[config.mk]
export PLATFORM = sky130hd
export DESIGN_NAME = led_matrix_scan
export DESIGN_NICKNAME = d
export VERILOG_FILES = /design/src/rtl/led_scan_pkg.sv /design/src/rtl/led_scan_timer.sv /design/src/rtl/led_scan_fetch.sv /design/src/rtl/led_scan_ctrl.sv /design/src/rtl/led_matrix_scan.sv
export SDC_FILE = /design/constraint.sdc
export NUM_CORES = 1
export LEC_CHECK = 0
export BUFFER_PORTS_ARGS = -buffer_cell sky130_fd_sc_hd__clkbuf_2
export CAP_MARGIN = 20
export CORE_MARGIN = 2
export CORE_UTILIZATION = 47
export CTS_BUF_LIST = sky130_fd_sc_hd__clkbuf_16
export CTS_CLUSTER_DIAMETER = 120
export CTS_CLUSTER_SIZE = 25
export DETAILED_ROUTE_END_ITERATION = 7
export PLACE_DENSITY_LB_ADDON = 0.25
export SETUP_SLACK_MARGIN = 0.2
export SLEW_MARGIN = 20
export SYNTH_ARGS = -nofsm -noshare
export SYNTH_HDL_FRONTEND = slang
export SYNTH_SLANG_ARGS = --single-unit
[constraint.sdc]
create_clock -name clk -period 1.9 [get_ports clk]
set_input_delay 0.38 -clock clk [delete_from_list [all_inputs] [get_ports clk]]
set_output_delay 0.38 -clock clk [all_outputs]
set_load 0.1 [all_outputs]
[src/rtl/led_scan_pkg.sv]
package led_scan_pkg;

  localparam int unsigned RGB_W = 3;

  typedef enum logic [2:0] {
    ST_FETCH,
    ST_PRIME,
    ST_SHIFT,
    ST_BLANK,
    ST_LATCH,
    ST_ROW
  } scan_state_e;

endpackage

[src/rtl/led_scan_timer.sv]
module led_scan_timer #(
  parameter int COLS    = 128,
  parameter int CLK_DIV = 2,
  localparam int COL_W  = $clog2(COLS),
  localparam int PH_W   = $clog2(CLK_DIV),
  localparam int HALF   = CLK_DIV / 2
) (
  input  logic             clk,
  input  logic             rst_n,
  input  logic             run,
  input  logic             run_next,
  output logic             ph_zero,
  output logic             ph_last,
  output logic [COL_W-1:0] col,
  output logic             slot_last,
  output logic             sclk
);

  logic [PH_W-1:0]  ph_q, ph_d;
  logic [COL_W-1:0] col_q, col_d;
  logic             col_en;
  logic             sclk_q, sclk_d;

  always_comb begin
    ph_zero   = (ph_q == '0);
    ph_last   = (ph_q == PH_W'(CLK_DIV - 1));
    slot_last = (col_q == COL_W'(COLS - 1));

    if (!run || ph_last) ph_d = '0;
    else                 ph_d = ph_q + PH_W'(1);

    col_en = !run || ph_last;
    if (!run || slot_last) col_d = '0;
    else                   col_d = col_q + COL_W'(1);

    sclk_d = run_next && (ph_d >= PH_W'(HALF));
  end

  always_ff @(posedge clk or negedge rst_n) begin
    if (!rst_n) begin
      ph_q   <= '0;
      col_q  <= '0;
      sclk_q <= 1'b0;
    end else begin
      ph_q   <= ph_d;
      sclk_q <= sclk_d;
      if (col_en) col_q <= col_d;
    end
  end

  assign col  = col_q;
  assign sclk = sclk_q;

  AST_SLOT_WRAP: assert property (@(posedge clk) disable iff (!rst_n)
    (run && ph_last && slot_last) |=> !run);

endmodule

[src/rtl/led_scan_fetch.sv]
module led_scan_fetch
  import led_scan_pkg::*;
#(
  parameter int COLS   = 128,
  parameter int ROWS   = 16,
  localparam int COL_W = $clog2(COLS),
  localparam int ROW_W = $clog2(ROWS)
) (
  input  logic                 clk,
  input  logic                 rst_n,
  input  scan_state_e          state,
  input  logic                 ph_zero,
  input  logic                 ph_last,
  input  logic                 slot_last,
  input  logic [COL_W-1:0]     col,
  input  logic [ROW_W-1:0]     load_row,
  input  logic [2*RGB_W-1:0]   mem_rd_data,
  output logic                 mem_rd_en,
  output logic [ROW_W-1:0]     mem_row,
  output logic [COL_W-1:0]     mem_col,
  output logic [RGB_W-1:0]     pix_top,
  output logic [RGB_W-1:0]     pix_bot
);

  logic                 shifting;
  logic [COL_W-1:0]     nxt_idx;
  logic                 load_en;
  logic [2*RGB_W-1:0]   pix_q, pix_d;

  always_comb begin
    shifting  = (state == ST_SHIFT);
    mem_rd_en = (state == ST_FETCH) || (shifting && ph_zero && !slot_last);
    nxt_idx   = shifting ? (col + COL_W'(1)) : '0;
    mem_col   = COL_W'(COLS - 1) - nxt_idx;
    mem_row   = load_row;
    load_en   = (state == ST_PRIME) || (shifting && ph_last && !slot_last);
    pix_d     = load_en ? mem_rd_data : pix_q;
  end

  always_ff @(posedge clk or negedge rst_n) begin
    if (!rst_n) pix_q <= '0;
    else        pix_q <= pix_d;
  end

  assign pix_top = pix_q[2*RGB_W-1:RGB_W];
  assign pix_bot = pix_q[RGB_W-1:0];

  AST_ONE_READ_PER_SLOT: assert property (@(posedge clk) disable iff (!rst_n)
    (mem_rd_en && shifting) |=> !mem_rd_en);

endmodule

[src/rtl/led_scan_ctrl.sv]
module led_scan_ctrl
  import led_scan_pkg::*;
#(
  parameter int ROWS   = 16,
  localparam int ROW_W = $clog2(ROWS)
) (
  input  logic             clk,
  input  logic             rst_n,
  input  logic             ph_last,
  input  logic             slot_last,
  output scan_state_e      state,
  output scan_state_e      state_next,
  output logic [ROW_W-1:0] load_row,
  output logic [ROW_W-1:0] row_out,
  output logic             latch_out,
  output logic             blank_out
);

  scan_state_e      state_q, state_d;
  logic [ROW_W-1:0] load_row_q, load_row_d;
  logic [ROW_W-1:0] row_q, row_d;
  logic             latch_q, latch_d;
  logic             blank_q, blank_d;
  logic             row_adv;

  always_comb begin
    state_d = state_q;
    unique case (state_q)
      ST_FETCH: state_d = ST_PRIME;
      ST_PRIME: state_d = ST_SHIFT;
      ST_SHIFT: if (ph_last && slot_last) state_d = ST_BLANK;
      ST_BLANK: state_d = ST_LATCH;
      ST_LATCH: state_d = ST_ROW;
      ST_ROW:   state_d = ST_FETCH;
      default:  state_d = ST_FETCH;
    endcase

    row_adv = (state_q == ST_ROW);
    if (!row_adv)                             load_row_d = load_row_q;
    else if (load_row_q == ROW_W'(ROWS - 1))  load_row_d = '0;
    else                                      load_row_d = load_row_q + ROW_W'(1);

    latch_d = (state_d == ST_LATCH);
    row_d   = (state_d == ST_ROW) ? load_row_q : row_q;

    if (state_d == ST_BLANK) blank_d = 1'b1;
    else if (row_adv)        blank_d = 1'b0;
    else                     blank_d = blank_q;
  end

  always_ff @(posedge clk or negedge rst_n) begin
    if (!rst_n) begin
      state_q    <= ST_FETCH;
      load_row_q <= '0;
      row_q      <= '0;
      latch_q    <= 1'b0;
      blank_q    <= 1'b1;
    end else begin
      state_q    <= state_d;
      load_row_q <= load_row_d;
      row_q      <= row_d;
      latch_q    <= latch_d;
      blank_q    <= blank_d;
    end
  end

  assign state      = state_q;
  assign state_next = state_d;
  assign load_row   = load_row_q;
  assign row_out    = row_q;
  assign latch_out  = latch_q;
  assign blank_out  = blank_q;

  AST_LATCH_PULSE: assert property (@(posedge clk) disable iff (!rst_n)
    latch_q |=> !latch_q);
  AST_ROW_MOVE_BLANKED: assert property (@(posedge clk) disable iff (!rst_n)
    !$stable(row_q) |-> blank_q);
  AST_ROW_FOLLOWS_LATCH: assert property (@(posedge clk) disable iff (!rst_n)
    latch_q |=> (row_q == $past(load_row_q)));

endmodule

[src/rtl/led_matrix_scan.sv]
module led_matrix_scan
  import led_scan_pkg::*;
#(
  parameter int COLS    = 128,
  parameter int ROWS    = 16,
  parameter int CLK_DIV = 2,
  localparam int COL_W  = $clog2(COLS),
  localparam int ROW_W  = $clog2(ROWS)
) (
  input  logic               clk,
  input  logic               rst_n,
  output logic               mem_rd_en,
  output logic [ROW_W-1:0]   mem_row,
  output logic [COL_W-1:0]   mem_col,
  input  logic [2*RGB_W-1:0] mem_rd_data,
  output logic               pnl_sclk,
  output logic               pnl_latch,
  output logic               pnl_blank,
  output logic [ROW_W-1:0]   pnl_row,
  output logic [RGB_W-1:0]   pnl_top,
  output logic [RGB_W-1:0]   pnl_bot
);

  scan_state_e      state, state_next;
  logic             ph_zero, ph_last, slot_last;
  logic [COL_W-1:0] col;
  logic [ROW_W-1:0] load_row;
  logic             run, run_next;

  assign run      = (state == ST_SHIFT);
  assign run_next = (state_next == ST_SHIFT);

  led_scan_ctrl #(.ROWS(ROWS)) u_ctrl (
    .clk        (clk),
    .rst_n      (rst_n),
    .ph_last    (ph_last),
    .slot_last  (slot_last),
    .state      (state),
    .state_next (state_next),
    .load_row   (load_row),
    .row_out    (pnl_row),
    .latch_out  (pnl_latch),
    .blank_out  (pnl_blank)
  );

  led_scan_timer #(.COLS(COLS), .CLK_DIV(CLK_DIV)) u_timer (
    .clk       (clk),
    .rst_n     (rst_n),
    .run       (run),
    .run_next  (run_next),
    .ph_zero   (ph_zero),
    .ph_last   (ph_last),
    .col       (col),
    .slot_last (slot_last),
    .sclk      (pnl_sclk)
  );

  led_scan_fetch #(.COLS(COLS), .ROWS(ROWS)) u_fetch (
    .clk         (clk),
    .rst_n       (rst_n),
    .state       (state),
    .ph_zero     (ph_zero),
    .ph_last     (ph_last),
    .slot_last   (slot_last),
    .col         (col),
    .load_row    (load_row),
    .mem_rd_data (mem_rd_data),
    .mem_rd_en   (mem_rd_en),
    .mem_row     (mem_row),
    .mem_col     (mem_col),
    .pix_top     (pnl_top),
    .pix_bot     (pnl_bot)
  );

  AST_LATCH_QUIET: assert property (@(posedge clk) disable iff (!rst_n)
    pnl_latch |-> (pnl_blank && !pnl_sclk));
  AST_DATA_ON_FALL: assert property (@(posedge clk) disable iff (!rst_n)
    !$stable({pnl_top, pnl_bot}) |-> !pnl_sclk);
  AST_NO_READ_SCLK_HIGH: assert property (@(posedge clk) disable iff (!rst_n)
    mem_rd_en |-> !pnl_sclk);

endmodule

# After elaboration in Yosys (flattened, before gate mapping)
# Index checks and enable logic that the tools add are counted.
totals:
  reg_bits: 28
  latchBits: 0
  ramBits: 0
  romBits: 0
  inputBits: 8
  output_inout_bits: 25
  word_cells: 48
  n_memories: 0
classes:
  addsub: 4
  mul: 0
  div: 0
  order_cmp: 1
  eq_ne: 11
  shift: 0
  n_mux: 8
  bitwise: 1
  reduce_logical: 14
ops:
  columns: ["operator", "count"]
  rows:
  - ["case mux 3 bit (5 select lines)", 1]
  - ["two-way mux 7 bit", 2]
  - ["equality test 3 x 2 -> 1 bit, second input constant", 4]
  - ["equality test 3 bit, second input constant", 4]
  - ["adder 7 x 1 -> 7 bit, second input constant", 1]
  - ["equality test 7 bit, second input constant", 1]
  - ["subtractor 7 bit, first input constant", 1]
  - ["logical AND 1 bit", 6]
  - ["adder 4 x 1 -> 4 bit, second input constant", 1]
  - ["equality test 4 bit, second input constant", 1]
  - ["logical OR 1 bit", 4]
  - ["two-way mux 4 bit", 1]
  - ["equality test 3 x 1 -> 1 bit, second input constant", 1]
  - ["zero test 3 bit", 1]
  - ["two-way mux 1 bit", 3]
  - ["two-way mux 3 bit", 1]
  - ["zero test 1 bit", 2]
  - ["nonzero test 2 bit", 1]
  - ["adder 1 bit, second input constant", 1]
  - ["greater-or-equal comparator 1 bit, second input constant", 1]
  - ["inverter 1 bit", 1]

# Logic depth before layout (Yosys ltp)
logic_depth:
  word_depth: 6
  mapped_depth: 6
  ltp_nobuf: 5

# Hierarchy
# From an unflattened synthesis, not the netlist that was laid out.
hier_totals:
  cells_unflattened: 126
  area_unflattened_um2: 1422.6
modules_own_cells:
  columns: ["module", "n_inst", "cells_each", "area_per_inst_um2", "seq_area_each_um2"]
  rows:
  - ["led_scan_ctrl", 1, 41, 553.0, 326.6]
  - ["led_scan_timer", 1, 42, 429.2, 225.2]
  - ["led_scan_fetch", 1, 41, 415.4, 150.1]
  - ["led_matrix_scan", 1, 2, 25.0, 0.0]

# Worst setup path before layout
# No wires, ideal clock.
synth_timing:
  path_kind: "register -> output"
  start: "register u_timer.col_q[0], in the netlist u_timer.col[0]"
  end: "output port mem_rd_en"
  arrival_ns: 2.021
  required_ns: 1.520
  setup_slack_ns: -0.501
  stages_incl_launch_ff: 7
  path_buffers: 1
  path_cell_list: "dfrtp_1 ha_1 and3_1 buf_6 and4_4 o21ai_0 and2_1"
synth_between:
  elab_chain_len: 4
synth_lines:
  columns: ["element", "line_no", "rtl"]
  rows:
  - ["start: declaration", "led_scan_timer.sv:20", "logic [COL_W-1:0] col_q, col_d;"]
  - ["start signal: assignment", "led_scan_timer.sv:47", "if (col_en) col_q <= col_d;"]
  - ["equality test 7 bit", "led_scan_timer.sv:27", "slot_last = (col_q == COL_W'(COLS - 1));"]
  - ["zero test 1 bit", "led_scan_fetch.sv:32", "mem_rd_en = (state == ST_FETCH) || (shifting && ph_zero && !slot_last);"]
  - ["logical AND 1 bit", "led_scan_fetch.sv:32", null]
  - ["logical OR 1 bit", "led_scan_fetch.sv:32", null]
  - ["end: declaration", "led_matrix_scan.sv:12", "output logic mem_rd_en,"]
# No other way between the ends.

# Worst setup path in the final report
layout_timing:
  start: "register u_timer.col_q[1], in the netlist u_timer.col[1]"
  end: "output port mem_rd_en"
# The elaborated chain is that of the path after synthesis.

==> flow_summary.json <==
{
  "cp.arrival_ns": 1.64,
  "worst_setup_path_end_kind": "primary output",
  "fin_cells": 203,
  "ctsLongestPathBuffers": 2,
  "yosysTopAreaCell": "dfrtp_1",
  "drv_slew": 0,
  "p_leak_nw": 1.02,
  "die_x_um": 57.2,
  "critPathBufInv": 1,
  "crit_path_cell_trace": "ha_2 -> and3_4 -> and4_4 -> o21ai_2 -> and2_4 -> buf_12",
  "r2r-start": "u_timer.col[1]",
  "cts_tree": "done",
  "hp-class": "in -> async",
  "dr_total_vias": 1096,
  "netlist_instances": 120,
  "yosys.cell_types.count": 31,
  "p_int_w": 0.00104,
  "rows": 19,
  "irDropWorstVdd_mv": 0.764,
  "dp_cells": 183,
  "finalCritPeriodShare_pct": 106,
  "syn_to_final_growth_pct": 57.0,
  "required_ns": 1.52,
  "drive_gt1_share_pct": 58.7,
  "overflow": 0,
  "cpLargestDelayFamily": "simple AND/OR/NAND/NOR gates",
  "gp_congestion": 0.863,
  "cts_buffers": 3,
  "synth_top_area_share_pct": 50.7,
  "cts_num_sinks": 28,
  "syn-num-nets": 130,
  "layout.nets": 183,
  "tightest_slew_ns": 0.671,
  "cpMaxStageDelayCell": "dfrtp_1",
  "max_stage_delay_ns": 0.39,
  "netlist_area_um2": 1330,
  "synth-warning-count": 0,
  "met2_usage_pct": 33.3,
  "synth.top_cells.by_count": "dfrtp_1 (27), nand2_1 (19), mux2_2 (10)",
  "clkTransAtPathRegs_ns": 0.07,
  "cp_max_fo": 4,
  "drcViolationCount": 0,
  "gr-usage-met3_pct": 3.85,
  "min_period_ns": 2.02,
  "ys_seq_area_share_pct": 52.7,
  "r2r_cells": 8,
  "finalHoldViolations": 0,
  "grt_pass1_vias": 1069,
  "sequentialPowerShare_pct": 46.6,
  "core-area_um2": 2730,
  "floorplan.initialDensity_pct": 48.7,
  "grt_util_met1_pct": 22.3,
  "drt-pass1-iter-count": 4,
  "grt.busiest_layer": "met2",
  "status": "complete, but fails checks",
  "utilization_pct": 76.5,
  "hold_ws_ns": 0.146,
  "drt-total-wl_um": 3090,
  "cts_max_level": 1,
  "fill_cells": 164,
  "dpl.hpwl_um": 1910,
  "dieArea_um2": 3280,
  "viasPerCell": 5.40,
  "syn-mean-instance-area_um2": 11.1,
  "yosys_most_used_dff": "dfrtp_1",
  "setup_viol": 5,
  "hold_buffers": 0,
  "drtIter0Drc": 23,
  "cts_root_buf": "clkbuf_16",
  "grt_usage_pct": 18.8,
  "clock_latency_ns": 0.26,
  "drv_cap": 0,
  "crit-reg2reg-capture": "u_fetch.pix_q[3]",
  "pre_cts_ws_ns": 0.113,
  "synth_seq_cells": 28,
  "p_sw_share_pct": 20.1,
  "rsz0062_at_grt": "yes",
  "path_class": "reg -> out",
  "async_flop_share_pct": 100,
  "grt_max_degree": 29,
  "power_switching_w": 0.000261,
  "p_total_w": 0.00130,
  "r2r_slack_ns": 0.02,
  "fmax_ghz": 0.496,
  "antenna_found_initial": 0,
  "critPathLaunchType": "flip-flop",
  "io_buffers": 32,
  "slew-limit-headroom_pct": 55.2,
  "yosysMostFrequentCell": "dfrtp_1",
  "violations": "setup timing",
  "grt_pass1_wl_um": 4710,
  "dieHeight_um": 57.2,
  "ioPinCount": 33,
  "timing.final.ws_setup_ns": -0.116,
  "synth_area_leaders": "dfrtp_1 (51%), mux2_2 (8.5%), nand2_1 (5.4%), xor2_1 (3.3%), xnor2_1 (2.6%)",
  "power.density_nw_per_um2": 621,
  "num_antenna_cells": 0,
  "p_clk_share_pct": 47.0,
  "route.detailed.wl_per_inst_um": 15.2,
  "pwr-share-comb_pct": 6.4,
  "synth_edf_count": 0,
  "drtAntennaViolNets": 0,
  "finalClockSkew_ns": 0.00189
}
layer usage:
metal	share of wire, %	vias to the layer above
li1	-	516
met1	40	552
met2	56	24
met3	3.3	4
met4	1.2	0
met5	0	-
area by class of cell:
| class | count | area [um^2] | share of cell area (%) |
|---|---|---|---|
| Multi-Input combinational cell | 86 | 746 | 35.6 |
| Sequential cell | 28 | 711 | 34.0 |
| Timing Repair Buffer | 54 | 492 | 23.5 |
| Clock buffer | 3 | 75.1 | 3.59 |
| Tap cell | 31 | 38.8 | 1.85 |
| Clock inverter | 1 | 30.0 | 1.44 |
power groups by stage:
stage	clock (W)	sequential [W]	combinational, W
floorplan	0	0.000665	0.00000946
global placement	0	0.000617	0.0000838
detailed placement	0	0.000617	0.0000847
CTS	0.000618	0.000606	0.0000846
global route	0.000636	0.000607	0.0000877
finish	0.000611	0.000606	0.0000831
repair_timing:
action | in CTS | in global routing
setup buffers | 10 | 6
gates resized for setup | 15 | 17
endpoints found under the setup margin | 14 | 15
pin swaps | 12 | 8
cells by family (layout without fill, tap and decap cells):
logic type	after synthesis	in the layout	synth area share, %
adders and majority gates	2	2	1.88
and+or+nand+nor	51	51	20.8
xor gates and xnor gates	9	9	5.92
AOI/OAI and AO/OA	14	14	7.23
DFF	28	28	52.7
muxes	10	10	8.45
buffers and inverters	6	58	3.00
worst max path at each step:
stage,startpoint,endpoint,depth (start not counted)
6_report,u_timer.col[1],mem_rd_en,6
5_1_grt,u_timer.col[1],mem_rd_en,6
4_1_cts,u_timer.col[0],mem_rd_en,6
3_5_place_dp,u_timer.col[1],mem_rd_en,6
3_3_place_gp,u_timer.col[1],mem_rd_en,6
2_1_floorplan,u_timer.col[0],mem_rd_en,6
state kept, by name (all words and copies together) (netlist names):
register,cells
u_ctrl.blank_out,1
u_ctrl.latch_out,1
u_ctrl.load_row,4
u_ctrl.row_out,4
u_ctrl.state,3
u_fetch.pix_q,6
u_timer.col,7
u_timer.ph_last,1
u_timer.sclk,1
placed cells by master, fill, tap and decap left out, types with 2 or more instances in the layout:
| cell | count |
|---|---|
| clkbuf_2 | 24 |
| dfrtp_1 | 20 |
| nand2_1 | 13 |
| buf_4 | 12 |
| buf_12 | 9 |
| buf_6 | 9 |
| nor2_1 | 7 |
| dfrtp_2 | 7 |
| mux2_4 | 6 |
| a21oi_1 | 4 |
| mux2_2 | 4 |
| nand3b_1 | 3 |
| xnor2_2 | 3 |
| nand2_2 | 3 |
| nand2_4 | 3 |
| nand3_1 | 3 |
| nand4_1 | 3 |
| nand2b_1 | 3 |
| xor2_1 | 3 |
| o21ai_0 | 3 |
| clkbuf_16 | 3 |
| and3_4 | 2 |
| nand3_4 | 2 |
| a311oi_1 | 2 |
through the flow:
stage	cell area [um^2]	setup TNS (ns)
after floorplan	1390	0
after global placement	1710	0
after global routing	2090	-0.820
final	2090	-0.411
after CTS	1970	-0.250
after detailed placement	1710	0
worst reg2reg max path, cell delays in order, from the launching register on:
cell	delay, ns
dfrtp_1	0.39
ha_2	0.20
and3_4	0.19
and4_4	0.17
buf_4	0.13
buf_6	0.11
o21ai_4	0.13
buf_12	0.14
mux2_4	0.30
No activity file was read; power rests on OpenSTA's default activity.
